File: config.mk
export PLATFORM = sky130hd
export DESIGN_NAME = sau_attrib_unit
export DESIGN_NICKNAME = d
export VERILOG_FILES = /design/src/rtl/sau_pkg.sv /design/src/rtl/sau_bus_fsm.sv /design/src/rtl/sau_reg_bank.sv /design/src/rtl/sau_lookup.sv /design/src/rtl/sau_attrib_unit.sv
export SDC_FILE = /design/constraint.sdc
export NUM_CORES = 1
export LEC_CHECK = 0
export CAP_MARGIN = 20
export CELL_PAD_IN_SITES_DETAIL_PLACEMENT = 0
export CELL_PAD_IN_SITES_GLOBAL_PLACEMENT = 1
export CORE_MARGIN = 2
export CORE_UTILIZATION = 57
export CTS_BUF_LIST = sky130_fd_sc_hd__clkbuf_16
export DETAILED_ROUTE_END_ITERATION = 10
export DONT_BUFFER_PORTS = 1
export PLACE_DENSITY = 0.94
export SLEW_MARGIN = 0
export SYNTH_ARGS = -nofsm -noshare
export SYNTH_HDL_FRONTEND = slang
export SYNTH_SLANG_ARGS = --single-unit
export TNS_END_PERCENT = 5
File: constraint.sdc
create_clock -name clk -period 10.7 [get_ports clk]
set_clock_uncertainty 0.15 [all_clocks]
set_input_delay 1.605 -clock clk [delete_from_list [all_inputs] [get_ports clk]]
set_output_delay 1.605 -clock clk [all_outputs]
set_load 0.02 [all_outputs]
File: src/rtl/sau_pkg.sv
package sau_pkg;
    localparam int unsigned DATA_W    = 32;
    localparam int unsigned GRAN_BITS = 5;
    localparam int unsigned PAGE_W    = DATA_W - GRAN_BITS;
    localparam int unsigned OFF_W     = 5;

    localparam logic [OFF_W-1:0] OFF_CTRL  = 5'h00;
    localparam logic [OFF_W-1:0] OFF_TYPE  = 5'h04;
    localparam logic [OFF_W-1:0] OFF_SEL   = 5'h08;
    localparam logic [OFF_W-1:0] OFF_BASE  = 5'h0C;
    localparam logic [OFF_W-1:0] OFF_LIMIT = 5'h10;

    typedef enum logic [1:0] {
        ATTR_SEC  = 2'b00,
        ATTR_NSEC = 2'b01,
        ATTR_NSC  = 2'b10
    } attr_e;

    typedef enum logic {
        BUS_IDLE = 1'b0,
        BUS_RESP = 1'b1
    } bus_state_e;

    typedef struct packed {
        logic [PAGE_W-1:0] base;
        logic [PAGE_W-1:0] limit;
        logic              nsc;
        logic              en;
    } window_t;
endpackage

File: src/rtl/sau_bus_fsm.sv
module sau_bus_fsm
    import sau_pkg::*;
(
    input  logic              clk,
    input  logic              rst_n,
    input  logic              bus_valid,
    input  logic              bus_write,
    input  logic [DATA_W-1:0] rd_data,
    output logic              bus_ready,
    output logic              wr_stb,
    output logic              rsp_valid,
    output logic [DATA_W-1:0] rsp_rdata
);
    bus_state_e state_q, state_d;
    logic       accept;

    assign accept = bus_valid && (state_q == BUS_IDLE);

    always_comb begin
        state_d = state_q;
        unique case (state_q)
            BUS_IDLE: if (bus_valid) state_d = BUS_RESP;
            BUS_RESP: state_d = BUS_IDLE;
            default:  state_d = BUS_IDLE;
        endcase
    end

    always_ff @(posedge clk or negedge rst_n) begin
        if (!rst_n) state_q <= BUS_IDLE;
        else        state_q <= state_d;
    end

    always_comb begin
        bus_ready = 1'b0;
        rsp_valid = 1'b0;
        unique case (state_q)
            BUS_IDLE: bus_ready = 1'b1;
            BUS_RESP: rsp_valid = 1'b1;
            default:  bus_ready = 1'b0;
        endcase
    end

    assign wr_stb = accept && bus_write;

    always_ff @(posedge clk or negedge rst_n) begin
        if (!rst_n)      rsp_rdata <= '0;
        else if (accept) rsp_rdata <= bus_write ? '0 : rd_data;
    end

    // a response follows every accepted request
    a_r11_resp_follows: assert property (@(posedge clk) disable iff (!rst_n)
        (bus_valid && bus_ready) |=> rsp_valid);
    // never ready during a response cycle
    a_r11_no_ready_in_resp: assert property (@(posedge clk) disable iff (!rst_n)
        rsp_valid |-> !bus_ready);
    // a response lasts a single cycle
    a_r11_single_resp: assert property (@(posedge clk) disable iff (!rst_n)
        rsp_valid |=> !rsp_valid);
endmodule

File: src/rtl/sau_reg_bank.sv
module sau_reg_bank
    import sau_pkg::*;
#(
    parameter int unsigned NUM_WIN = 4
) (
    input  logic                 clk,
    input  logic                 rst_n,
    input  logic                 wr_stb,
    input  logic [OFF_W-1:0]     addr,
    input  logic [DATA_W-1:0]    wdata,
    output logic [DATA_W-1:0]    rd_data,
    output logic                 unit_en,
    output logic                 all_ns,
    output window_t [NUM_WIN-1:0] windows
);
    localparam int unsigned SEL_W = (NUM_WIN > 1) ? $clog2(NUM_WIN) : 1;

    logic [SEL_W-1:0] sel_q;
    logic             sel_ok;

    assign sel_ok = ({24'b0, wdata[7:0]} < NUM_WIN);

    always_ff @(posedge clk or negedge rst_n) begin
        if (!rst_n) begin
            unit_en <= 1'b0;
            all_ns  <= 1'b0;
        end else if (wr_stb && addr == OFF_CTRL) begin
            unit_en <= wdata[0];
            all_ns  <= wdata[1];
        end
    end

    always_ff @(posedge clk or negedge rst_n) begin
        if (!rst_n)                                  sel_q <= '0;
        else if (wr_stb && addr == OFF_SEL && sel_ok) sel_q <= wdata[SEL_W-1:0];
    end

    for (genvar g = 0; g < NUM_WIN; g++) begin : g_win
        logic hit_sel;
        assign hit_sel = (sel_q == SEL_W'(g));
        always_ff @(posedge clk or negedge rst_n) begin
            if (!rst_n) begin
                windows[g] <= '0;
            end else if (wr_stb && hit_sel) begin
                if (addr == OFF_BASE) begin
                    windows[g].base <= wdata[DATA_W-1:GRAN_BITS];
                end else if (addr == OFF_LIMIT) begin
                    windows[g].limit <= wdata[DATA_W-1:GRAN_BITS];
                    windows[g].nsc   <= wdata[1];
                    windows[g].en    <= wdata[0];
                end
            end
        end
    end

    always_comb begin
        rd_data = '0;
        case (addr)
            OFF_CTRL:  rd_data = {30'b0, all_ns, unit_en};
            OFF_TYPE:  rd_data = {24'b0, 8'(NUM_WIN)};
            OFF_SEL:   rd_data = {{(DATA_W-SEL_W){1'b0}}, sel_q};
            OFF_BASE:  rd_data = {windows[sel_q].base, 5'b0};
            OFF_LIMIT: rd_data = {windows[sel_q].limit, 3'b0,
                                  windows[sel_q].nsc, windows[sel_q].en};
            default:   rd_data = '0;
        endcase
    end

    // the select register never names a missing window
    a_r5_sel_in_range: assert property (@(posedge clk) disable iff (!rst_n)
        ({{(DATA_W-SEL_W){1'b0}}, sel_q} < NUM_WIN));
    // a rejected select write leaves the select unchanged
    a_r5_reject_keeps: assert property (@(posedge clk) disable iff (!rst_n)
        (wr_stb && addr == OFF_SEL && wdata[7:0] >= 8'(NUM_WIN)) |=> $stable(sel_q));
    // control flags only change through a control write
    a_r2_ctrl_stable: assert property (@(posedge clk) disable iff (!rst_n)
        !(wr_stb && addr == OFF_CTRL) |=> ($stable(unit_en) && $stable(all_ns)));
endmodule

File: src/rtl/sau_lookup.sv
module sau_lookup
    import sau_pkg::*;
#(
    parameter int unsigned NUM_WIN = 4
) (
    input  logic                  clk,
    input  logic                  rst_n,
    input  logic                  unit_en,
    input  logic                  all_ns,
    input  window_t [NUM_WIN-1:0] windows,
    input  logic [DATA_W-1:0]     addr,
    output attr_e                 attr
);
    localparam int unsigned CNT_W = $clog2(NUM_WIN + 1);

    logic [NUM_WIN-1:0] hit;
    logic [CNT_W-1:0]   hit_cnt;
    logic               nsc_any;
    logic [PAGE_W-1:0]  page;

    assign page = addr[DATA_W-1:GRAN_BITS];

    for (genvar g = 0; g < NUM_WIN; g++) begin : g_cmp
        assign hit[g] = windows[g].en
                     && (page >= windows[g].base)
                     && (page <= windows[g].limit);
    end

    always_comb begin
        hit_cnt = '0;
        nsc_any = 1'b0;
        for (int i = 0; i < NUM_WIN; i++) begin
            hit_cnt = hit_cnt + CNT_W'(hit[i]);
            nsc_any = nsc_any | (hit[i] & windows[i].nsc);
        end
    end

    always_comb begin
        if (!unit_en)          attr = all_ns ? ATTR_NSEC : ATTR_SEC;
        else if (hit_cnt == 1) attr = nsc_any ? ATTR_NSC : ATTR_NSEC;
        else                   attr = ATTR_SEC;
    end

    // disabled unit follows the all-non-secure flag only
    a_r3_disabled_fallback: assert property (@(posedge clk) disable iff (!rst_n)
        (!unit_en && !all_ns) |-> attr == ATTR_SEC);
    // overlapping windows resolve to Secure
    a_r9_overlap_secure: assert property (@(posedge clk) disable iff (!rst_n)
        (unit_en && $countones(hit) > 1) |-> attr == ATTR_SEC);
    // no window hit resolves to Secure
    a_r9_miss_secure: assert property (@(posedge clk) disable iff (!rst_n)
        (unit_en && hit == '0) |-> attr == ATTR_SEC);
endmodule

File: src/rtl/sau_attrib_unit.sv
module sau_attrib_unit
    import sau_pkg::*;
#(
    parameter int unsigned NUM_WIN = 4
) (
    input  logic              clk,
    input  logic              rst_n,
    input  logic              bus_valid,
    output logic              bus_ready,
    input  logic              bus_write,
    input  logic [OFF_W-1:0]  bus_addr,
    input  logic [DATA_W-1:0] bus_wdata,
    output logic              rsp_valid,
    output logic [DATA_W-1:0] rsp_rdata,
    input  logic [DATA_W-1:0] lookup_addr,
    output logic [1:0]        lookup_attr
);
    logic                  wr_stb;
    logic [DATA_W-1:0]     rd_data;
    logic                  unit_en;
    logic                  all_ns;
    window_t [NUM_WIN-1:0] windows;
    attr_e                 attr;

    sau_bus_fsm u_fsm (
        .clk       (clk),
        .rst_n     (rst_n),
        .bus_valid (bus_valid),
        .bus_write (bus_write),
        .rd_data   (rd_data),
        .bus_ready (bus_ready),
        .wr_stb    (wr_stb),
        .rsp_valid (rsp_valid),
        .rsp_rdata (rsp_rdata)
    );

    sau_reg_bank #(.NUM_WIN(NUM_WIN)) u_bank (
        .clk     (clk),
        .rst_n   (rst_n),
        .wr_stb  (wr_stb),
        .addr    (bus_addr),
        .wdata   (bus_wdata),
        .rd_data (rd_data),
        .unit_en (unit_en),
        .all_ns  (all_ns),
        .windows (windows)
    );

    sau_lookup #(.NUM_WIN(NUM_WIN)) u_lookup (
        .clk     (clk),
        .rst_n   (rst_n),
        .unit_en (unit_en),
        .all_ns  (all_ns),
        .windows (windows),
        .addr    (lookup_addr),
        .attr    (attr)
    );

    assign lookup_attr = attr;

    // a write to an unmapped offset leaves the control flags alone
    a_r10_unmapped_write: assert property (@(posedge clk) disable iff (!rst_n)
        (wr_stb && bus_addr != OFF_CTRL) |=> ($stable(unit_en) && $stable(all_ns)));
endmodule

==> results.cfg <==
[outcome]
outcome = complete, no violations

[floorplan]
core_area_mm2 = 0.0288
num_rows = 62
die_y_um = 175
die_area_mm2 = 0.0307
start_util_pct = 58.1
io_pins = 109
die_x_um = 175

[routing]
drcViolationCount = 0
drtPass1Iterations = 5
vias = 11800
drt-wirelength-per-cell_um = 23.1
drtAntennaViolNets = 0
vias_per_cell = 6.28
dr.first_iter.drc_count = 724
routed_wl_um = 43300

[yosys]
synth_fa_ha_area_share_pct = 16.4
synth_seq_cells = 259
yosys_warnings = 0
synth-edff-count = 0
ys_seq_area_share_pct = 38.8
ys_types = 68
synthArstFlopShare_pct = 100
synth.avg_cell_area_um2 = 11.3
synthSimpleGateAreaFrac_pct = 6.64
synthFlopType = dfrtp_1
synth_area_leaders = dfrtp_1, ha_1, mux2_1
syn_area_mm2 = 0.0167
synth_top_area_share_pct = 38.8
synth_top_area_cell = dfrtp_1
synth_top_family_by_area = multiplexers
syn_inst = 1477
synth-compound-area-share_pct = 8.85
synth_mux_area_share_pct = 23.1
synthXorXnorAreaFrac_pct = 0

[hold_path]
hold_class = register to register
min_path_cells = 1

[power_and_ir_drop]
ir_worst_vdd_v = 0.000117
p_switching_mw = 0.558
seq_power_share_pct = 44.4
share_comb_of_total_power_pct = 9.7
finalPower_mw = 2.30
power_leakage_nw = 8.26
switching_share_pct = 24.2
pwr-share-clk_pct = 45.8
p_per_area_mw_per_mm2 = 127
internal-power_mw = 1.74

[worst_setup_path]
cp_max_fo = 8
r2r.worst_path.cells = 3
cp_slowest_cell = nor4_1
cp.arrival_ps = 5320
crit_type = input port to output pin
worst_setup_path_start_kind = input port
cp_cell_sequence = ha_1, nand4_1, nor4_1, and4_1, o41a_1, o31a_1, a21oi_2, ha_1, fa_1, ha_1, nor2_1, nand3_1, nor2_1
slowest_delay_ps = 700
worstSetupEndpointType = output pin
crit_top_cell = ha_1
crit_required_ps = 8950

[clock_network]
cts_root_buf = clkbuf_16
cts_tree = yes
cts_sinks = 259
cts_setup_buffers = 0
cts_max_level = 1
path_clk_slew_ps = 60
numCtsBuffers = 29
cts_buffer_depth = 3
cts_resized = 0
clk_latency_ps = 560
ctsHoldBuffers = 0

[sta]
hold_viol = 0
finalMaxSlewViolations = 0
layout_setup_ws_ps = 3630
min_period_ps = 7070
tns_ps = 0
worst_pin_slew_ps = 1040
fin_crit_sh_pct = 66.1
rsz0062_at_grt = false
setup_viol = 0
slew_headroom_pct = 30.4
timing.fmax_mhz = 141
whs_ps = 364

[cells_and_area]
area_delta_synth_final_pct = 8.16
drive_gt1_share_pct = 9.04
final_core_util_pct = 62.8
final_common_cell = dfrtp_1
final_nets = 1762
layout_common_cells = dfrtp_1, mux2_1, ha_1

[place]
pre_cts_ws_ps = 3730
hpwl_um = 30800
portBuffers = 0
gp_congestion = 0.896

[global_routing]
grt_usage_pct = 28.9
overflow = 0
antenna_found_initial = 1
grt_pass1_wl_um = 68600
grt_max_degree = 260
grt_pass1_vias = 12300

[job]
max_cap_violations = 0
-- through the flow --
stage / std cells / cell area [um2]
2_1_floorplan: 1478 / 16700
3_3_place_gp: 1823 / 17100
3_5_place_dp: 1823 / 17100
4_1_cts: 1877 / 18100
5_1_grt: 1877 / 18100
6_report: 1878 / 18100
-- per-layer routing --
metal	up-vias	global-route usage [%]	routed length, um
met2	352	47.9	20700
met5	-	0	18
li1	5346	-	-
met3	95	6.11	2900
met1	6008	38.0	18300
met4	2	9.17	1410
-- synth_stat cells, types with 4 or more instances --
cell / count
o21a_1: 4
nand2b_1: 4
mux4_2: 56
and2_1: 5
mux2_1: 224
a211oi_1: 16
nand2_1: 75
inv_1: 213
o21ai_1: 36
mux2_2: 6
buf_2: 17
a21oi_1: 75
nand4_1: 35
nor2b_1: 7
nor2_1: 19
o21ai_0: 22
buf_1: 9
a22oi_1: 30
nand3_1: 29
ha_1: 218
dfrtp_1: 259
clkbuf_1: 22
a21o_1: 16
nor3_1: 12
-- final cells by class --
class	count	area (um2)
fill	2273	10700
multi-input combinational	953	9210
sequential	259	6490
inverter	215	807
clock buffer	29	726
tap	384	480
clock inverter	25	269
timing repair buffer	12	90.1
antenna	1	2.50
-- registers in the layout, summed over array words and instances, names as in the netlist --
signal	cells
u_fsm.state_q	1
u_bank.sel_q	2
u_fsm.rsp_rdata	30
u_bank.all_ns	1
u_bank.windows	224
u_bank.unit_en	1
-- path summary, 6_finish.rpt --
path | startpoint | to | slack [ps]
worst max register to register | u_bank.sel_q[0] | u_bank.windows[183] | 7230
worst max-delay path | lookup_addr[30] | lookup_attr[1] | 3630
max in group asynchronous | rst_n | u_bank.windows[34] | 9380
min in group asynchronous | rst_n | u_bank.windows[48] | 590
worst min register to register | u_bank.windows[90] | u_bank.windows[90] | 360
worst min-delay path | u_bank.windows[90] | u_bank.windows[90] | 360
-- worst max-delay path: cells and delay by family --
family	cells	cell delay, ps
simple gates	6	1970
fa+ha+maj	4	1310
compound gates	3	440
-- cell families (layout without fill, tap and decap cells) --
logic type / count (synthesis) / in the layout
flops: 259 / 259
simple gates: 213 / 213
compound gates: 232 / 232
fa+ha+maj: 219 / 219
other cells: 1 / 3
buf+inv: 266 / 281
mux: 287 / 287
-- power groups by stage --
stage | registers [mW] | logic (mW) | clock network, mW
floorplan | 1.03 | 0.168 | 0
global placement | 1.04 | 0.210 | 0
detailed placement | 1.04 | 0.221 | 0
CTS | 1.02 | 0.223 | 1.07
global route | 1.03 | 0.255 | 1.10
finish | 1.02 | 0.224 | 1.06
Power figures use the tool's default switching activity.
